$ cat src/rtl/alu8_pkg.sv
`timescale 1ns/1ps
package alu8_pkg;

  typedef enum logic [4:0] {
    OP_NOP  = 5'd0,
    OP_ADD  = 5'd1,
    OP_ADC  = 5'd2,
    OP_SUB  = 5'd3,
    OP_SBC  = 5'd4,
    OP_CP   = 5'd5,
    OP_CPC  = 5'd6,
    OP_NEG  = 5'd7,
    OP_AND  = 5'd8,
    OP_OR   = 5'd9,
    OP_XOR  = 5'd10,
    OP_INC  = 5'd11,
    OP_DEC  = 5'd12,
    OP_COM  = 5'd13,
    OP_LSL  = 5'd14,
    OP_ROL  = 5'd15,
    OP_LSR  = 5'd16,
    OP_ASR  = 5'd17,
    OP_ROR  = 5'd18,
    OP_SWAP = 5'd19,
    OP_SER  = 5'd20,
    OP_BST  = 5'd21,
    OP_BLD  = 5'd22,
    OP_BSET = 5'd23,
    OP_BCLR = 5'd24
  } alu_op_e;

  // status bit positions
  localparam int F_C = 0;
  localparam int F_Z = 1;
  localparam int F_N = 2;
  localparam int F_V = 3;
  localparam int F_S = 4;
  localparam int F_H = 5;
  localparam int F_T = 6;
  localparam int F_I = 7;

  localparam int STATUS_W = 8;

endpackage

$ cat src/rtl/alu8_addsub.sv
`timescale 1ns/1ps
// Shared adder/subtractor: one carry chain, split after the low part for H.
module alu8_addsub #(
  parameter int DW    = 8,
  parameter int LOW_W = 4
) (
  input  logic [DW-1:0] x,
  input  logic [DW-1:0] y,
  input  logic          cin,
  input  logic          sub,
  output logic [DW-1:0] r,
  output logic          c_out,
  output logic          h_out,
  output logic          v_out
);
  logic [DW-1:0] y_eff;
  logic          c_eff;
  logic [LOW_W:0] low_sum;
  logic [DW:0]    full_sum;

  always_comb begin
    y_eff    = sub ? ~y : y;
    c_eff    = sub ? ~cin : cin;
    low_sum  = {1'b0, x[LOW_W-1:0]} + {1'b0, y_eff[LOW_W-1:0]} + {{LOW_W{1'b0}}, c_eff};
    full_sum = {1'b0, x} + {1'b0, y_eff} + {{DW{1'b0}}, c_eff};
    r        = full_sum[DW-1:0];
    // a subtract reports borrow, the inverse of the chain's carry
    c_out    = full_sum[DW] ^ sub;
    h_out    = low_sum[LOW_W] ^ sub;
    v_out    = (x[DW-1] == y_eff[DW-1]) && (r[DW-1] != x[DW-1]);
  end
endmodule

$ cat src/rtl/alu8_logic.sv
`timescale 1ns/1ps
// Logic, unary, shift and nibble operations.
module alu8_logic
  import alu8_pkg::*;
#(
  parameter int DW = 8
) (
  input  alu_op_e       op,
  input  logic [DW-1:0] a,
  input  logic [DW-1:0] b,
  input  logic          cin,
  output logic [DW-1:0] r,
  output logic          c_out,
  output logic          v_out
);
  localparam int            HW     = DW / 2;
  localparam logic [DW-1:0] MAXPOS = {1'b0, {(DW-1){1'b1}}};
  localparam logic [DW-1:0] MINNEG = {1'b1, {(DW-1){1'b0}}};
  localparam logic [DW-1:0] ONE    = {{(DW-1){1'b0}}, 1'b1};

  always_comb begin
    r     = a;
    c_out = 1'b0;
    v_out = 1'b0;
    unique case (op)
      OP_AND:  r = a & b;
      OP_OR:   r = a | b;
      OP_XOR:  r = a ^ b;
      OP_COM:  begin r = ~a; c_out = 1'b1; end
      OP_INC:  begin r = a + ONE; v_out = (a == MAXPOS); end
      OP_DEC:  begin r = a - ONE; v_out = (a == MINNEG); end
      OP_LSR:  begin r = {1'b0, a[DW-1:1]};     c_out = a[0]; end
      OP_ASR:  begin r = {a[DW-1], a[DW-1:1]};  c_out = a[0]; end
      OP_ROR:  begin r = {cin, a[DW-1:1]};      c_out = a[0]; end
      OP_SWAP: r = {a[HW-1:0], a[DW-1:HW]};
      OP_SER:  r = {DW{1'b1}};
      default: r = a;
    endcase
  end
endmodule

$ cat src/rtl/alu8_bitfield.sv
`timescale 1ns/1ps
// Single-bit extract/insert on the operand and single-bit write on the status byte.
module alu8_bitfield #(
  parameter int DW = 8,
  parameter int SW = 8,
  localparam int BW = $clog2(DW),
  localparam int FW = $clog2(SW)
) (
  input  logic [DW-1:0] a,
  input  logic [BW-1:0] sel,
  input  logic          tval,
  input  logic [SW-1:0] flags,
  input  logic [FW-1:0] fsel,
  input  logic          fval,
  output logic [DW-1:0] ins,
  output logic          ext,
  output logic [SW-1:0] flags_w
);
  assign ext = a[sel];

  for (genvar i = 0; i < DW; i++) begin : g_ins
    assign ins[i] = (sel == BW'(i)) ? tval : a[i];
  end

  for (genvar j = 0; j < SW; j++) begin : g_flag
    assign flags_w[j] = (fsel == FW'(j)) ? fval : flags[j];
  end
endmodule

$ cat src/rtl/alu8_flags.sv
`timescale 1ns/1ps
module alu8_flags
  import alu8_pkg::*;
#(
  parameter int DW    = 8,
  parameter int LOW_W = 4,
  localparam int BW   = $clog2(DW),
  localparam int SW   = STATUS_W
) (
  input  logic          clk,
  input  logic          rst,
  input  logic [4:0]    op,
  input  logic [DW-1:0] opa,
  input  logic [DW-1:0] opb,
  input  logic [BW-1:0] bsel,
  output logic [DW-1:0] result,
  output logic          wr_en,
  output logic [SW-1:0] flags_next,
  output logic [SW-1:0] flags_q
);
  localparam int FW = $clog2(SW);

  alu_op_e opc;
  assign opc = alu_op_e'(op);

  // adder operand routing
  logic [DW-1:0] as_x, as_y, as_r;
  logic          as_cin, as_sub, as_c, as_h, as_v;

  always_comb begin
    as_x   = opa;
    as_y   = opb;
    as_cin = 1'b0;
    as_sub = 1'b0;
    case (opc)
      OP_ADC:         as_cin = flags_q[F_C];
      OP_LSL:         as_y   = opa;
      OP_ROL:         begin as_y = opa; as_cin = flags_q[F_C]; end
      OP_SUB, OP_CP:  as_sub = 1'b1;
      OP_SBC, OP_CPC: begin as_sub = 1'b1; as_cin = flags_q[F_C]; end
      OP_NEG:         begin as_x = '0; as_y = opa; as_sub = 1'b1; end
      default:        ;
    endcase
  end

  alu8_addsub #(.DW(DW), .LOW_W(LOW_W)) u_addsub (
    .x(as_x), .y(as_y), .cin(as_cin), .sub(as_sub),
    .r(as_r), .c_out(as_c), .h_out(as_h), .v_out(as_v)
  );

  logic [DW-1:0] lg_r;
  logic          lg_c, lg_v;

  alu8_logic #(.DW(DW)) u_logic (
    .op(opc), .a(opa), .b(opb), .cin(flags_q[F_C]),
    .r(lg_r), .c_out(lg_c), .v_out(lg_v)
  );

  logic [DW-1:0] bf_ins;
  logic          bf_ext;
  logic [SW-1:0] bf_flags;

  alu8_bitfield #(.DW(DW), .SW(SW)) u_bitfield (
    .a(opa), .sel(bsel), .tval(flags_q[F_T]),
    .flags(flags_q), .fsel(FW'(bsel)), .fval(opc == OP_BSET),
    .ins(bf_ins), .ext(bf_ext), .flags_w(bf_flags)
  );

  // flag composition: each class touches only its own subset
  logic [SW-1:0] nf;
  logic [DW-1:0] res;
  logic          we;
  logic          res_zero;

  always_comb begin
    nf  = flags_q;
    res = opa;
    we  = 1'b0;
    case (opc)
      OP_ADD, OP_ADC, OP_LSL, OP_ROL,
      OP_SUB, OP_SBC, OP_CP, OP_CPC, OP_NEG: begin
        res    = as_r;
        we     = !(opc == OP_CP || opc == OP_CPC);
        nf[F_C] = as_c;
        nf[F_H] = as_h;
        nf[F_V] = as_v;
        nf[F_N] = as_r[DW-1];
        if (opc == OP_SBC || opc == OP_CPC)
          nf[F_Z] = (as_r == '0) && flags_q[F_Z];
        else
          nf[F_Z] = (as_r == '0);
        nf[F_S] = as_r[DW-1] ^ as_v;
      end
      OP_AND, OP_OR, OP_XOR, OP_INC, OP_DEC, OP_COM: begin
        res     = lg_r;
        we      = 1'b1;
        if (opc == OP_COM) nf[F_C] = lg_c;
        nf[F_V] = lg_v;
        nf[F_N] = lg_r[DW-1];
        nf[F_Z] = (lg_r == '0);
        nf[F_S] = lg_r[DW-1] ^ lg_v;
      end
      OP_LSR, OP_ASR, OP_ROR: begin
        res     = lg_r;
        we      = 1'b1;
        nf[F_C] = lg_c;
        nf[F_N] = lg_r[DW-1];
        nf[F_Z] = (lg_r == '0);
        nf[F_V] = lg_r[DW-1] ^ lg_c;
        // S = N ^ V = N ^ N ^ C = C
        nf[F_S] = lg_c;
      end
      OP_SWAP, OP_SER: begin
        res = lg_r;
        we  = 1'b1;
      end
      OP_BST:            nf[F_T] = bf_ext;
      OP_BLD:            begin res = bf_ins; we = 1'b1; end
      OP_BSET, OP_BCLR:  nf = bf_flags;
      default:           ;
    endcase
  end

  assign res_zero   = (res == '0);
  assign result     = res;
  assign wr_en      = we;
  assign flags_next = nf;

  always_ff @(posedge clk) begin
    if (rst) flags_q <= '0;
    else     flags_q <= nf;
  end
endmodule

$ cat config.mk
export PLATFORM = sky130hd
export DESIGN_NAME = alu8_flags
export DESIGN_NICKNAME = d
export VERILOG_FILES = /design/src/rtl/alu8_pkg.sv /design/src/rtl/alu8_addsub.sv /design/src/rtl/alu8_logic.sv /design/src/rtl/alu8_bitfield.sv /design/src/rtl/alu8_flags.sv
export SDC_FILE = /design/constraint.sdc
export NUM_CORES = 1
export LEC_CHECK = 0
export ABC_AREA = 1
export BUFFER_PORTS_ARGS = -buffer_cell sky130_fd_sc_hd__buf_2
export CAP_MARGIN = 20
export CORE_AREA = 2 2 109 111
export DETAILED_ROUTE_END_ITERATION = 16
export DIE_AREA = 0 0 111 113
export GPL_ROUTABILITY_DRIVEN = 0
export GPL_TIMING_DRIVEN = 0
export SLEW_MARGIN = 0
export SYNTH_ARGS = -nofsm -noshare
export SYNTH_HDL_FRONTEND = slang
export SYNTH_HIERARCHICAL = 1
export SYNTH_SLANG_ARGS = --single-unit
$ cat constraint.sdc
create_clock -name clk -period 4 [get_ports clk]
set_input_delay 0.4 -clock clk [delete_from_list [all_inputs] [get_ports clk]]
set_output_delay 0.4 -clock clk [all_outputs]
set_load 0.02 [all_outputs]
# --- Yosys cells after proc, flatten, opt, wreduce, memory -nomap -nowiden ---
# Index checks and enable logic that the tools add are counted.
op_classes:
  add_sub_neg: 6
  order_cmp: 1
  eq_ne: 35
  n_mux: 35
  n_bitwise: 11
  n_reduce_logical: 17
ops:
  columns: ["cell", "n"]
  rows:
  - ["$pmux 8 s11", 1]
  - ["$eq 5x5->1 const B", 9]
  - ["$eq 5x4->1 const B", 8]
  - ["$mux 8", 3]
  - ["$pmux 8 s3", 1]
  - ["$mux 1", 23]
  - ["$eq 5x3->1 const B", 4]
  - ["$pmux 5 s4", 1]
  - ["$logic_not 8->1", 2]
  - ["$not 8->8", 2]
  - ["$eq 3x3->1 const B", 4]
  - ["$reduce_or 12->1", 1]
  - ["$reduce_or 11->1", 1]
  - ["$eq 5x2->1 const B", 2]
  - ["$pmux 1 s2", 5]
  - ["$add 8x8->9", 1]
  - ["$add 9x1->9", 1]
  - ["$reduce_or 9->1", 1]
  - ["$add 8x1->8 const B", 1]
  - ["$and 8x8->8", 1]
  - ["$eq 8x7->1 const B", 1]
  - ["$eq 8x8->1 const B", 1]
  - ["$or 8x8->8", 1]
  - ["$sub 8x1->8 const B", 1]
  - ["21 further kinds", 29]
totals:
  reg_bits: 8
  output_inout_bits: 25

# --- Logic depth before layout (Yosys ltp) ---
logic_depth:
  depth_word: 11
  mapped_depth: 22
  mapped_depth_nobuf: 22

# --- Modules after synthesis ---
# Netlist, hierarchy kept.
modules_own_cells:
  columns: ["module", "instances", "cells_per_inst", "area_per_inst_um2", "seq_area_each_um2"]
  rows:
  - ["alu8_logic", 1, 246, 1328.8, 0.0]
  - ["alu8_flags", 1, 230, 1177.4, 160.2]
  - ["alu8_addsub", 1, 73, 491.7, 0.0]
  - ["alu8_bitfield", 1, 80, 362.8, 0.0]

# --- Worst setup path before layout ---
# OpenSTA, ideal clock, no wires.
synth_timing:
  path_type: "input to output"
  from: "input port op[4]"
  to: "output port flags_next[1]"
  t_arrival_ps: 3392
  setup_slack_ps: 208
  cell_stages: 22
  path_buffers: 2
  cell_sequence: "buf_2 > inv_2 > nand2_2 > nor2_8 > nor2_4 > clkbuf_1 > o21ai_0 > xor2_1 > fa_1 > fa_1 > nand3_1 > nand2_2 > nand2_2 > nand2_2 > xor2_1 > nor2_1 > nand2_1 > nor2_1 > o21ai_0 > inv_1 > a21oi_1 > nand2_1"
synth_between:
  elab_chain_cells: 11
  word_cells_on_any_way: 47
  classes_between: "add/sub: 2; eq/ne: 22; mux: 10; bitwise: 2; reduce/logical: 11"
synth_lines:
  columns: ["item", "line", "source"]
  rows:
  - ["start: declaration", "alu8_flags.sv:12", "input logic [4:0] op,"]
  - ["$eq 5x4->1 / $eq 5x3->1 (equally long branches)", "alu8_flags.sv:35", "case (opc)"]
  - ["$reduce_or 3->1 (no line) *", null, null]
  - ["$mux 8 *", "alu8_flags.sv:35", null]
  - ["named net as_y[0]", "alu8_flags.sv:27", "logic [DW-1:0] as_x, as_y, as_r;"]
  - ["$not 8->8", "alu8_addsub.sv:22", "y_eff = sub ? ~y : y;"]
  - ["$mux 8 *", "alu8_addsub.sv:22", null]
  - ["$add 8x8->9 *", "alu8_addsub.sv:25", "full_sum = {1'b0, x} + {1'b0, y_eff} + {{DW{1'b0}}, c_eff};"]
  - ["$add 9x1->9 *", "alu8_addsub.sv:25", null]
  - ["named net as_r[6]", "alu8_flags.sv:27", null]
  - ["$logic_not 8->1 *", "alu8_flags.sv:89, alu8_flags.sv:91", null]
  - ["$logic_and 1x1->1", "alu8_flags.sv:89", "nf[F_Z] = (as_r == '0) && flags_q[F_Z];"]
  - ["$mux 1 *", "alu8_flags.sv:88", "if (opc == OP_SBC || opc == OP_CPC)"]
  - ["$pmux 5 s4 *", "alu8_flags.sv:79", "case (opc)"]
  - ["end: declaration", "alu8_flags.sv:18", "output logic [SW-1:0] flags_next,"]
# Mark *: on every way through the listed nets, which the timed path passes. The rest lies on a longest branch.

# --- Worst setup path in the final report ---
layout_timing:
  from: "input port op[2]"
  to: "output port flags_next[1]"
# The elaborated chain is that of the path after synthesis.

==> flow_summary.ini <==
[clocking]
clock_path_buffers = 2
clk_latency_ns = 0.23
cts_buffers = 3
cts-root-buf = clkbuf_16
cts_tree = yes
clk_pin_slew_ns = 0.04
htree_levels = 1
cts.sinks = 8

[global_route]
antenna_found_initial = 0
grt_pass1_wl_um = 17800
grt_pass1_vias = 3644
grtUsageTotal_pct = 17.2
grt_max_degree = 13
overflow = 0

[sta]
rsz0062_at_grt = no
final_max_slew_viol_count = 0
fmax_mhz = 267
tightest_slew_ns = 0.653
finalSetupViolCount = 0
worst_clock_skew_ns = 0.000212
relSlewSlack_pct = 55.9
post-route-period-util_pct = 93.8
hold_viol = 0
fin_setup_tns_ns = 0
period_needed_ns = 3.75

[setup_path]
r2r_start = flags_q[0]$_SDFF_PP0_
required_ns = 3.60
max_stage_delay_ns = 0.36
end_kind = output port
critical_path.max_fanout = 8
crit_arrival_ns = 3.35
criticalPathCategory = in2out
cp-start-kind = input port
startpoint = op[2]
cp_slowest_cell = fa_2

[yosys]
ys_seq_area_share_pct = 4.77
yosysWarnings = 6
synth_cell_type_count = 44
ys_ff_latch = 8
postSynthAreaPerCell_um2 = 5.34
syn_nets = 687
syn-cell-area_um2 = 3360
syn_inst = 629

[route]
wl_met1_um = 5230
dr_wl_met2_um = 5070
via_per_inst = 4.87
wl_met3_um = 420
firstDrtPassIters = 5
vias = 4024
wl_per_cell_um = 13.3
final_antenna_net_count = 0
routed_wl_um = 11000
drc = 0
highest_layer = met4
drtIter0Drc = 366

[run_status]
outcome = completed

[power]
power_switching_share_pct = 50.5
power.switching_uw = 413
p_seq_share_pct = 11.5
powerDensity_nw_per_um2 = 207
power_frac_clock_pct = 20.3
comb_power_share_pct = 68.2
intPower_uw = 404
finalPower_uw = 818
vdd_drop_max_mv = 0.161
leakage_nw = 2.24

[floorplan]
fp-row-count = 39
core_area_um2 = 11300
die_h_um = 113
fp.dieArea_um2 = 12500
die_w_um = 111
ios = 51
start_util_pct = 29.8

[placement]
portBuffers = 49
dp_hpwl_um = 8660

[run]
cap_violations = 0

[worst_hold_path]
worstHoldStart = flags_q[3]$_SDFF_PP0_
hold_path_class = reg2reg

[cells_and_area]
mostFrequentLayoutCells = nand2_1, inv_1, nor2_1, nand3_1, buf_2
largest_register = flags_q
area_growth_pct = 17.8
diodes = 0
drive_above_1_share_pct = 17.3
largest_reg_flops = 8
mostFrequentLayoutCell = nand2_1
nets = 744
top_regs = flags_q: 8 flops
[worst paths after layout]
| kind | to | slack, ns | depth (start not counted) |
|---|---|---|---|
| worst max-delay path | flags_next[1] | 0.25 | 25 |
| worst min-delay path | flags_q[3]$_SDFF_PP0_ | 0.50 | 2 |
| worst max register to register | flags_q[1]$_SDFF_PP0_ | 1.30 | 17 |
| worst min register to register | flags_q[3]$_SDFF_PP0_ | 0.50 | 2 |
[logic make-up (layout without fill, tap and decap cells)]
group,Yosys count,in the layout,share of synthesized area [%]
and+or+nand+nor,392,392,52.5
buffers and inverters,96,151,12.0
AOI/OAI and AO/OA,84,84,13.7
adders and majority gates,32,32,12.6
xor gates and xnor gates,17,17,4.43
DFF,8,8,4.77
[power by group through the flow]
stage                     sequential, mW  clock, mW  combinational, mW
final                             0.0937      0.166              0.558
after global routing              0.0944      0.174              0.619
after CTS                         0.0936      0.170              0.540
after detailed placement          0.0947          0              0.532
after global placement            0.0949          0              0.531
after floorplan                    0.100          0              0.366
[synthesized netlist by cell type]
library cell / number / share of area [%]
nand2_1: 203 / 23
inv_1: 81 / 9.0
nor2_1: 78 / 8.7
nand3_1: 58 / 8.6
o21ai_0: 40 / 6.0
ha_1: 29 / 11
a21oi_1: 27 / 4.0
xor2_1: 16 / 4.2
nand2_2: 12 / 2.2
dfxtp_1: 8 / 4.8
nand4_1: 8 / 1.5
nor2_4: 7 / 2.3
inv_2: 6 / 0.67
o21ai_1: 5 / 0.74
buf_6: 4 / 1.3
nand2_4: 4 / 1.3
nand3_2: 4 / 1.2
nor2_2: 4 / 0.74
a21oi_2: 3 / 0.78
fa_1: 3 / 1.8
nor3_1: 3 / 0.45
or2_2: 3 / 0.56
o22ai_1: 2 / 0.37
a21boi_0: 1 / 0.22
a21oi_4: 1 / 0.48
a31oi_1: 1 / 0.19
a41oi_1: 1 / 0.26
buf_1: 1 / 0.11
buf_2: 1 / 0.15
buf_4: 1 / 0.22
clkbuf_1: 1 / 0.11
inv_8: 1 / 0.34
nand3b_1: 1 / 0.22
nor2_8: 1 / 0.60
nor3b_1: 1 / 0.22
nor4_1: 1 / 0.19
nor4b_1: 1 / 0.26
o211ai_1: 1 / 0.22
o21a_1: 1 / 0.22
o21ai_2: 1 / 0.26
or2_0: 1 / 0.19
or2_1: 1 / 0.19
or2_4: 1 / 0.26
xnor2_1: 1 / 0.26
[metal layers]
layer / up-vias / track usage, %
met4: 0 / 4.50
met2: 102 / 29.6
li1: 2116 / -
met3: 18 / 1.34
met5: - / 0
met1: 1788 / 23.4
[critical path, delay by kind of cell]
kind                     cells  cell delay [ns]
AND/OR/NAND/NOR             13             1.11
adder cells (fa/ha/maj)      2             0.72
buffers and inverters        5             0.59
XOR/XNOR                     2             0.32
AO/OA/AOI/OAI                3             0.21
[layout make-up]
type                       count  area (um^2)
multi-input combinational    525         2850
buffer                         7         65.1
timing repair buffer          53          290
inverter                      88          338
clock buffer                   3         75.1
fill                        1289         7310
sequential                     8          160
tap                          143          179
[repair_timing]
item | CTS | global route
hold buffers | 0 | 0
buffers inserted | 3 | 1
gates resized for setup | 8 | 13
hold endpoints to repair | 0 | 0
pin swaps | 3 | 2
endpoints found under the setup margin | 8 | 4
[through the flow]
| step | instances | hold WS (ns) | util (%) | area, um^2 | worst slack, ns |
|---|---|---|---|---|---|
| after global placement | 821 | 0.496 | 33.6 | 3780 | -0.543 |
| after CTS | 826 | 0.503 | 34.6 | 3900 | 0.0270 |
| final | 827 | 0.503 | 35.1 | 3960 | 0.249 |
| after detailed placement | 821 | 0.496 | 33.6 | 3780 | -0.526 |
| after floorplan | 629 | 0.575 | - | 3360 | 0.208 |
| after global routing | 827 | 0.529 | 35.1 | 3960 | 0.000348 |
(Power assumes the default switching activity.)
